==> src/rtl/lnk_bist_pkg.sv <==
package lnk_bist_pkg;
  typedef enum logic [1:0] {ST_IDLE, ST_ARMED, ST_RUN} lb_state_e;
  typedef enum logic [1:0] {CK_SEEK_A, CK_SEEK_B, CK_LOCKED} lb_chk_e;
endpackage

==> src/rtl/lnk_bist_ctrl.sv <==
module lnk_bist_ctrl
  import lnk_bist_pkg::*;
#(
  parameter int           W         = 32,
  parameter logic [W-1:0] SYNC_WORD = '0
) (
  input  logic         clk,
  input  logic         rst,
  input  logic         req,
  input  logic         stop,
  input  logic [W-1:0] rx_word,
  input  logic         rx_ctl,
  output logic         accept,
  output logic         enter_now,
  output logic         run
);
  lb_state_e st_q, st_d;
  logic      sync_hit;

  assign sync_hit = rx_ctl && (rx_word == SYNC_WORD);

  always_comb begin
    st_d      = st_q;
    accept    = 1'b0;
    enter_now = 1'b0;
    if (stop) begin
      st_d = ST_IDLE;
    end else begin
      case (st_q)
        ST_IDLE:  if (req) begin st_d = ST_ARMED; accept = 1'b1; end
        ST_ARMED: if (sync_hit) begin st_d = ST_RUN; enter_now = 1'b1; end
        default:  ;
      endcase
    end
  end

  always_ff @(posedge clk) begin
    if (rst) st_q <= ST_IDLE;
    else     st_q <= st_d;
  end

  assign run = (st_q == ST_RUN);

  AST_ENTRY_NEEDS_SYNC: assert property (@(posedge clk) disable iff (rst)
    $rose(run) |-> $past(rx_ctl && (rx_word == SYNC_WORD)));
  AST_EXIT_IDLES: assert property (@(posedge clk) disable iff (rst)
    stop |=> !run);
endmodule

==> src/rtl/lnk_bist_patgen.sv <==
module lnk_bist_patgen #(
  parameter int W = 32
) (
  input  logic         clk,
  input  logic         rst,
  input  logic         run,
  input  logic         stop,
  input  logic [W-1:0] pa,
  input  logic [W-1:0] pb,
  output logic [W-1:0] tx_word,
  output logic         tx_ctl
);
  logic sel_b;

  always_ff @(posedge clk) begin
    tx_ctl <= 1'b0;
    if (rst || !run || stop) begin
      tx_word <= '0;
      sel_b   <= 1'b0;
    end else begin
      tx_word <= sel_b ? pb : pa;
      sel_b   <= ~sel_b;
    end
  end

  AST_QUIET_OUTSIDE_RUN: assert property (@(posedge clk) disable iff (rst)
    !run |=> (tx_word == '0));
  AST_TX_IS_PATTERN: assert property (@(posedge clk) disable iff (rst)
    (run && $past(run)) |-> ((tx_word == pa) || (tx_word == pb)));
endmodule

==> src/rtl/lnk_bist_checker.sv <==
module lnk_bist_checker
  import lnk_bist_pkg::*;
#(
  parameter int W = 32
) (
  input  logic         clk,
  input  logic         rst,
  input  logic         run,
  input  logic         stop,
  input  logic         enter_now,
  input  logic [W-1:0] pa,
  input  logic [W-1:0] pb,
  input  logic [W-1:0] rx_word,
  input  logic         rx_ctl,
  output logic         err
);
  lb_chk_e ck_q;
  logic    want_b;
  logic    is_a, is_b;

  assign is_a = !rx_ctl && (rx_word == pa);
  assign is_b = !rx_ctl && (rx_word == pb);

  always_ff @(posedge clk) begin
    if (rst) begin
      ck_q <= CK_SEEK_A; want_b <= 1'b0; err <= 1'b1;
    end else if (enter_now) begin
      ck_q <= CK_SEEK_A; want_b <= 1'b0; err <= 1'b1;
    end else if (!run || stop) begin
      ck_q <= CK_SEEK_A; want_b <= 1'b0;
    end else begin
      case (ck_q)
        CK_SEEK_A: if (is_a) ck_q <= CK_SEEK_B;
        CK_SEEK_B: begin
          if (is_b) begin
            ck_q <= CK_LOCKED; want_b <= 1'b0; err <= 1'b0;
          end else if (!is_a) begin
            ck_q <= CK_SEEK_A;
          end
        end
        CK_LOCKED: begin
          if (want_b ? is_b : is_a) begin
            want_b <= ~want_b;
          end else begin
            err    <= 1'b1;
            want_b <= 1'b0;
            ck_q   <= is_a ? CK_SEEK_B : CK_SEEK_A;
          end
        end
        default: ck_q <= CK_SEEK_A;
      endcase
    end
  end

  AST_ERR_SET_ON_ENTRY: assert property (@(posedge clk) disable iff (rst)
    enter_now |=> err);
  AST_CLEAR_NEEDS_B: assert property (@(posedge clk) disable iff (rst)
    $fell(err) |-> $past(!rx_ctl && (rx_word == pb)));
endmodule

==> src/rtl/lnk_selftest_engine.sv <==
module lnk_selftest_engine #(
  parameter int           W         = 32,
  parameter logic [W-1:0] SYNC_WORD = 32'hB5B5_957C
) (
  input  logic         clk,
  input  logic         rst,
  input  logic         bist_req,
  input  logic         bist_exit,
  input  logic [W-1:0] pat_a,
  input  logic [W-1:0] pat_b,
  input  logic [W-1:0] rx_word,
  input  logic         rx_ctl,
  output logic [W-1:0] tx_word,
  output logic         tx_ctl,
  output logic         bist_active,
  output logic         bist_err
);
  logic         accept, enter_now, run;
  logic [W-1:0] pa_q, pb_q;

  always_ff @(posedge clk) begin
    if (rst) begin
      pa_q <= '0;
      pb_q <= '0;
    end else if (accept) begin
      pa_q <= pat_a;
      pb_q <= pat_b;
    end
  end

  lnk_bist_ctrl #(.W(W), .SYNC_WORD(SYNC_WORD)) u_ctrl (
    .clk(clk), .rst(rst), .req(bist_req), .stop(bist_exit),
    .rx_word(rx_word), .rx_ctl(rx_ctl),
    .accept(accept), .enter_now(enter_now), .run(run)
  );

  lnk_bist_patgen #(.W(W)) u_gen (
    .clk(clk), .rst(rst), .run(run), .stop(bist_exit),
    .pa(pa_q), .pb(pb_q), .tx_word(tx_word), .tx_ctl(tx_ctl)
  );

  lnk_bist_checker #(.W(W)) u_chk (
    .clk(clk), .rst(rst), .run(run), .stop(bist_exit), .enter_now(enter_now),
    .pa(pa_q), .pb(pb_q), .rx_word(rx_word), .rx_ctl(rx_ctl), .err(bist_err)
  );

  assign bist_active = run;

  AST_PATTERNS_HELD: assert property (@(posedge clk) disable iff (rst)
    run |=> $stable(pa_q) && $stable(pb_q));
endmodule

==> config.mk <==
export PLATFORM = sky130hd
export DESIGN_NAME = lnk_selftest_engine
export DESIGN_NICKNAME = d
export VERILOG_FILES = /design/src/rtl/lnk_bist_pkg.sv /design/src/rtl/lnk_bist_ctrl.sv /design/src/rtl/lnk_bist_patgen.sv /design/src/rtl/lnk_bist_checker.sv /design/src/rtl/lnk_selftest_engine.sv
export SDC_FILE = /design/constraint.sdc
export NUM_CORES = 1
export LEC_CHECK = 0
export BUFFER_PORTS_ARGS = -buffer_cell sky130_fd_sc_hd__clkbuf_2
export CORE_MARGIN = 1
export CORE_UTILIZATION = 55
export CTS_CLUSTER_SIZE = 14
export DETAILED_ROUTE_END_ITERATION = 10
export PLACE_DENSITY_LB_ADDON = 0.15
export SLEW_MARGIN = 5
export SYNTH_ARGS = -nofsm -noshare
export SYNTH_HDL_FRONTEND = slang
export SYNTH_SLANG_ARGS = --single-unit
==> constraint.sdc <==
create_clock -name clk -period 4.6 [get_ports clk]
set_clock_uncertainty 0.05 [all_clocks]
set_input_delay 0.23 -clock clk [delete_from_list [all_inputs] [get_ports clk]]
set_output_delay 0.23 -clock clk [all_outputs]
set_load 0.01 [all_outputs]
==> results.sh, run 1 <==
export IMPL_start_kind="flop"
export IMPL_diodes=0
export IMPL_hold_class="in -> reg"
export IMPL_hold_ws_ns=0.0154
export IMPL_yosysTopAreaCell="dfxtp_1"
export IMPL_cts_sinks=103
export IMPL_cts_max_level=3
export IMPL_cts_resized=0
export IMPL_hold_buffers=0
export IMPL_holdCritStartpoint="pat_b[6]"
export IMPL_vias=3980
export IMPL_yosysUniqueCellTypes=36
export IMPL_numCtsBuffers=9
export IMPL_wl_um=11800
export IMPL_relSlewSlack_pct=21.3
export IMPL_final_cell_area_um2=5300
export IMPL_post_cts_buffers=0
export IMPL_initial_core_util_pct=57.0
export IMPL_root_buffer="clkbuf_8"
export IMPL_ys_flop_type="dfxtp_1"
export IMPL_ant_nets=0
export IMPL_synth_simple_area_share_pct=21.3
export IMPL_grt_max_degree=68
export IMPL_rsz0062_at_grt="no"
export IMPL_crit_required_ns=4.86
export IMPL_synth_top_family_by_area="simple AND/OR/NAND/NOR gates"
export IMPL_finalSetupViolCount=0
export IMPL_r2r_slack_ns=2.39
export IMPL_grt_usage_pct=28.6
export IMPL_vdd_drop_max_mv=0.168
export IMPL_setup_tns_final_ns=0
export IMPL_synth_edf_count=0
export IMPL_io_pins=136
export IMPL_wl_per_cell_um=15.7
export IMPL_startpoint="u_ctrl.st_q[1]$_SDFFE_PP0P_"
export IMPL_final_cells=749
export IMPL_die_width_um=91.7
export IMPL_fin_ws_ns=2.39
export IMPL_final_nets=743
export IMPL_cp_end_kind="flop"
export IMPL_syn_avg_cell_area_um2=8.47
export IMPL_timing_fmax_mhz=453
export IMPL_synthAdderAreaFrac_pct=0
export IMPL_ys_seq_area_share_pct=46.6
export IMPL_grt_pass1_wl_um=18500
export IMPL_cp_max_fo=36
export IMPL_drive_gt1_share_pct=24.0
export IMPL_p_leak_nw=2.20
export IMPL_cts_tree="yes"
export IMPL_drc=0
export IMPL_synth_mux_area_share_pct=7.23
export IMPL_clk_path_buf_depth=2
export IMPL_io_buffers=134
export IMPL_synth_top_area_share_pct=46.6
export IMPL_yosys_warnings=0
export IMPL_ys_ff_latch=103
export IMPL_core_rowCount=32
export IMPL_core_area_um2=7770
export IMPL_syn_num_nets=624
export IMPL_synthXorXnorAreaFrac_pct=12.7
export IMPL_syn2layout_area_growth_pct=19.7
export IMPL_grt_pass1_vias=3841
export IMPL_powerDensity_nw_per_um2=309
export IMPL_critPathKind="reg -> reg"
export IMPL_grt_overflow=0
export IMPL_synth_compound_area_share_pct=9.15
export IMPL_path_clk_slew_ns=0.10
export IMPL_maxCapViolations=0
export IMPL_r2r_start="u_ctrl.st_q[1]$_SDFFE_PP0P_"
export IMPL_clock_latency_ns=0.37
export IMPL_synthesis_area_um2=4430
export IMPL_synthCells=523
export IMPL_grt_antenna_before_repair=0
export IMPL_post_dp_cell_area_um2=5140
export IMPL_firstDrtPassIters=6
export IMPL_tightest_slew_ns=1.18
export IMPL_drt_iter0_markers=176
export IMPL_gp_congestion=0.861
export IMPL_finalHoldViolCount=0
export IMPL_slew_viol_final=0
export IMPL_dp_cells=733
export IMPL_place_ws_ns=2.39
export IMPL_outcome="finished clean"
export IMPL_die_area_um2=8420
export IMPL_synth_area_top_cells="dfxtp_1, nand2_1, xor2_1"
export IMPL_critical_path_arrival_ns=2.46
export IMPL_die_height_um=91.7
export IMPL_min_period_ns=2.21
export IMPL_fin_crit_sh_pct=48.0
export IMPL_synth_async_reset_ratio_pct=0
export IMPL_dp_hpwl_um=8620
export IMPL_vias_per_cell=5.31
-- worst max-delay path, cell delays in order (launching register included) --
cell	delay, ns
dfxtp_1	0.35
nand2b_1	0.20
nor3_4	0.78
buf_4	0.48
nand2_1	0.13
a21oi_1	0.13
-- final cells by class --
cell class	instances	area, µm²
fillers	669	2460
clock buffers	12	135
multi-input cells	388	2240
flip-flops and latches	103	2060
repair buffers	137	693
clock inverters	4	32.5
well taps	102	128
inverters	3	11.3
-- kinds of logic (layout without fill, tap and decap cells) --
group                  Yosys count  in the layout
XOR/XNOR                        64             64
flip-flops                     103            103
AND/OR/NAND/NOR                216            216
other                            1              1
AO/OA/AOI/OAI                   75             75
buffers and inverters           32            156
multiplexers                    32             32
-- power by group --
group	switching [mW]	leakage (nW)	internal (mW)
registers	0.0257	0.837	0.917
logic	0.106	1.29	0.0795
clock network	0.309	0.0768	0.200
-- state kept, by name, summed over array words and instances (netlist names) --
name           flops
pa_q              32
pb_q              32
u_gen.tx_word     32
u_chk.ck_q         2
u_ctrl.st_q        2
u_chk.err          1
u_chk.want_b       1
u_gen.sel_b        1
-- cells in the final DEF (no fill, tap or decap), types with 2 or more instances in the layout --
cell          n
clkbuf_1      3
clkinvlp_4    2
a21oi_1      66
nand4b_1      3
clkbuf_8      9
nand2_1     134
xor2_1       57
nand4_1       5
inv_1         3
clkinv_4      2
o21a_1        3
buf_4         3
nor2_1       40
nand3_1       3
clkbuf_2    134
mux2i_1      32
dfxtp_1     102
nor3_1        2
xnor2_1       7
nor4_1       17
-- Yosys cell counts (all sizes together), types with 5 or more instances --
library cell,n
nand2,134
mux2i,32
a21oi,66
clkbuf,21
nor4,18
nand4,5
dfxtp,103
xor2,57
buf,8
xnor2,7
nor2,40
-- through the flow --
| step | power [mW] | utilization (%) |
|---|---|---|
| 6_report | 1.64 | 68.3 |
| 5_1_grt | 1.70 | 68.3 |
| 4_1_cts | 1.64 | 68.3 |
| 3_5_place_dp | 1.15 | 66.1 |
| 3_3_place_gp | 1.14 | 66.1 |
| 2_1_floorplan | 1.06 | - |
-- metal layers --
metal,vias to the layer above,share of wire (%),GRT usage (%)
li1,1968,-,-
met2,139,48,48.3
met5,-,0,0
met4,0,1.5,7.81
met3,18,6.2,6.38
met1,1855,44,37.0
-- path summary, 6_finish.rpt --
check	cells after the start	end
max	5	pb_q[2]$_SDFFE_PP0P_
min	3	pb_q[6]$_SDFFE_PP0P_
max reg2reg	5	pb_q[2]$_SDFFE_PP0P_
min reg2reg	2	pb_q[31]$_SDFFE_PP0P_
(Power assumes the default switching activity.)
==> run 2: changes to the inputs <==
--- a/config.mk
+++ b/config.mk
@@ -7,7 +7,7 @@
 export LEC_CHECK = 0
 export BUFFER_PORTS_ARGS = -buffer_cell sky130_fd_sc_hd__clkbuf_2
 export CORE_MARGIN = 1
-export CORE_UTILIZATION = 55
+export CORE_UTILIZATION = 46
 export CTS_CLUSTER_SIZE = 14
 export DETAILED_ROUTE_END_ITERATION = 10
 export PLACE_DENSITY_LB_ADDON = 0.15
==> constraint.sdc (replaced) <==
create_clock -name clk -period 2 [get_ports clk]
set_clock_uncertainty 0.05 [all_clocks]
set_input_delay 0.1 -clock clk [delete_from_list [all_inputs] [get_ports clk]]
set_output_delay 0.1 -clock clk [all_outputs]
set_load 0.01 [all_outputs]
==> run 2 against run 1 <==
  * Setup slack got worse by 2.4 ns
  * Sequential power increased by 130%
  * Count of clock-buffer cells in the layout unchanged
  * Hold slack improved by 0.066 ns
  * Sequential share of layout area decreased by 5.1 points
  * Maximum frequency increased by 12%
  * Via count increased by 7.1%
  * Combinational power increased to 3.0 times the previous value
  * Clock power increased to 2.6 times the previous value
  * Utilization decreased by 2.5 points
  * Power increased by 150%
  * Register-to-register slack got worse by 2.4 ns
  * Critical endpoint is now u_chk.want_b$_SDFFE_PP0P_
==> results.sh, run 2 (synthesis gave the netlist of run 1 again) <==
export IMPL_outcome="finished clean"
export IMPL_die_area_um2=10000
export IMPL_path_delay_family="simple AND/OR/NAND/NOR gates"
export IMPL_dp_cells=769
export IMPL_relSlewSlack_pct=53.1
export IMPL_vias=4263
export IMPL_firstDrtPassIters=5
export IMPL_crit_buf_inv=0
export IMPL_vias_per_cell=5.01
export IMPL_final_cells=851
export IMPL_gp_congestion=0.909
export IMPL_core_rowCount=35
export IMPL_area_sequential_um2=2060
export IMPL_ant_nets=0
export IMPL_slew_viol_final=0
export IMPL_final_cell_area_um2=6110
export IMPL_maxCapViolations=0
export IMPL_critPathKind="reg -> reg"
export IMPL_vdd_drop_max_mv=0.410
export IMPL_root_buffer="clkbuf_8"
export IMPL_clock_latency_ns=0.37
export IMPL_min_period_ns=1.97
export IMPL_io_pins=136
export IMPL_drive_gt1_share_pct=23.3
export IMPL_hold_class="in -> reg"
export IMPL_place_ws_ns=-0.0466
export IMPL_tightest_slew_ns=0.703
export IMPL_crit_required_ns=2.23
export IMPL_grt_max_degree=66
export IMPL_cts_tree="yes"
export IMPL_p_leak_nw=2.54
export IMPL_core_area_um2=9280
export IMPL_diodes=0
export IMPL_cp_end_kind="flop"
export IMPL_drc=0
export IMPL_path_clk_slew_ns=0.09
export IMPL_critical_path_arrival_ns=2.20
export IMPL_die_height_um=100
export IMPL_drt_iter0_markers=208
export IMPL_worst_path_most_repeated_cell="nor4_2"
export IMPL_clk_path_buf_depth=2
export IMPL_hold_ws_ns=0.0812
export IMPL_grt_pass1_wl_um=21000
export IMPL_grt_antenna_before_repair=0
export IMPL_wl_per_cell_um=15.6
export IMPL_wl_um=13300
export IMPL_die_width_um=100
export IMPL_syn2layout_area_growth_pct=37.9
export IMPL_fillCellCount=838
export IMPL_multi_input_area_um2=2260
export IMPL_grt_pass1_vias=4212
export IMPL_cts_max_level=3
export IMPL_cp_slowest_cell="nor4_2"
export IMPL_io_buffers=134
export IMPL_worstPathCellList="xor2_1 -> nor4_2 -> nand4_1 -> or3_4 -> o21a_1 -> nor4_2"
export IMPL_fin_crit_sh_pct=98.4
export IMPL_post_dp_cell_area_um2=5240
export IMPL_final_nets=818
export IMPL_cp_max_fo=4
export IMPL_powerDensity_nw_per_um2=660
export IMPL_grt_overflow=0
export IMPL_rsz0062_at_grt="yes"
export IMPL_grt_usage_pct=27.4
export IMPL_numCtsBuffers=9
export IMPL_most_common_layout_cells="nand2_1, clkbuf_2, dfxtp_1"
export IMPL_post_cts_buffers=0
export IMPL_timing_fmax_mhz=508
export IMPL_fin_ws_ns=0.0328
export IMPL_finalHoldViolCount=0
export IMPL_reg_largest_list="pa_q x32, pb_q x32, u_gen.tx_word x32"
export IMPL_dp_hpwl_um=9380
export IMPL_start_kind="flop"
export IMPL_finalSetupViolCount=0
export IMPL_cpPeakStageDelay_ns=0.37
export IMPL_initial_core_util_pct=47.7
export IMPL_cts_sinks=103
## run 2: through the flow
| step | total power [mW] | setup TNS, ns | util [%] |
|---|---|---|---|
| global placement | 2.65 | 0 | 56.4 |
| global route | 4.18 | -0.0876 | 65.8 |
| detailed placement | 2.66 | -0.0580 | 56.4 |
| floorplan | 2.43 | 0 | - |
| CTS | 4.04 | 0 | 65.6 |
| finish | 4.03 | 0 | 65.8 |
## run 2: timing repair
action	in CTS	in global routing
endpoints found under the setup margin	2	4
hold buffers	66	0
gates cloned	0	0
gates resized for setup	1	3
hold endpoints to repair	66	0
pin swaps	0	1
## run 2: layout make-up
class / count / share of cell area [%]
repair buffers: 212 / 23.3
multi-input cells: 388 / 37.0
well taps: 129 / 2.64
clock inverters: 4 / 0.901
inverters: 3 / 0.184
flip-flops and latches: 103 / 33.8
clock buffers: 12 / 2.21
## run 2: path summary, 6_finish.rpt
path | start | endpoint | slack, ns | depth (start not counted)
max reg2reg | pa_q[6]$_SDFFE_PP0P_ | u_chk.want_b$_SDFFE_PP0P_ | 0.03 | 6
max | pa_q[6]$_SDFFE_PP0P_ | u_chk.want_b$_SDFFE_PP0P_ | 0.03 | 6
min | bist_req | u_ctrl.st_q[0]$_SDFFE_PP0P_ | 0.08 | 3
min reg2reg | pa_q[31]$_SDFFE_PP0P_ | pa_q[31]$_SDFFE_PP0P_ | 0.44 | 2
## run 2: routing by layer
metal	track usage [%]	part of all wire, %
met1	36.6	44
met2	45.8	48
met3	3.34	5.2
met4	9.48	2.0
met5	0	0
## run 2: power by group
group | switching [mW] | total (mW) | leakage (nW) | internal (mW)
Clock | 0.725 | 1.31 | 0.0912 | 0.588
Sequential | 0.0583 | 2.17 | 0.837 | 2.11
Combinational | 0.277 | 0.550 | 1.61 | 0.273
## run 2: worst register-to-register path, cell delays in order (launching register included)
cell and delay (ns):
dfxtp_1 0.35, xor2_1 0.18, nor4_2 0.37, nand4_1 0.14, or3_4 0.36, o21a_1 0.19
nor4_2 0.24
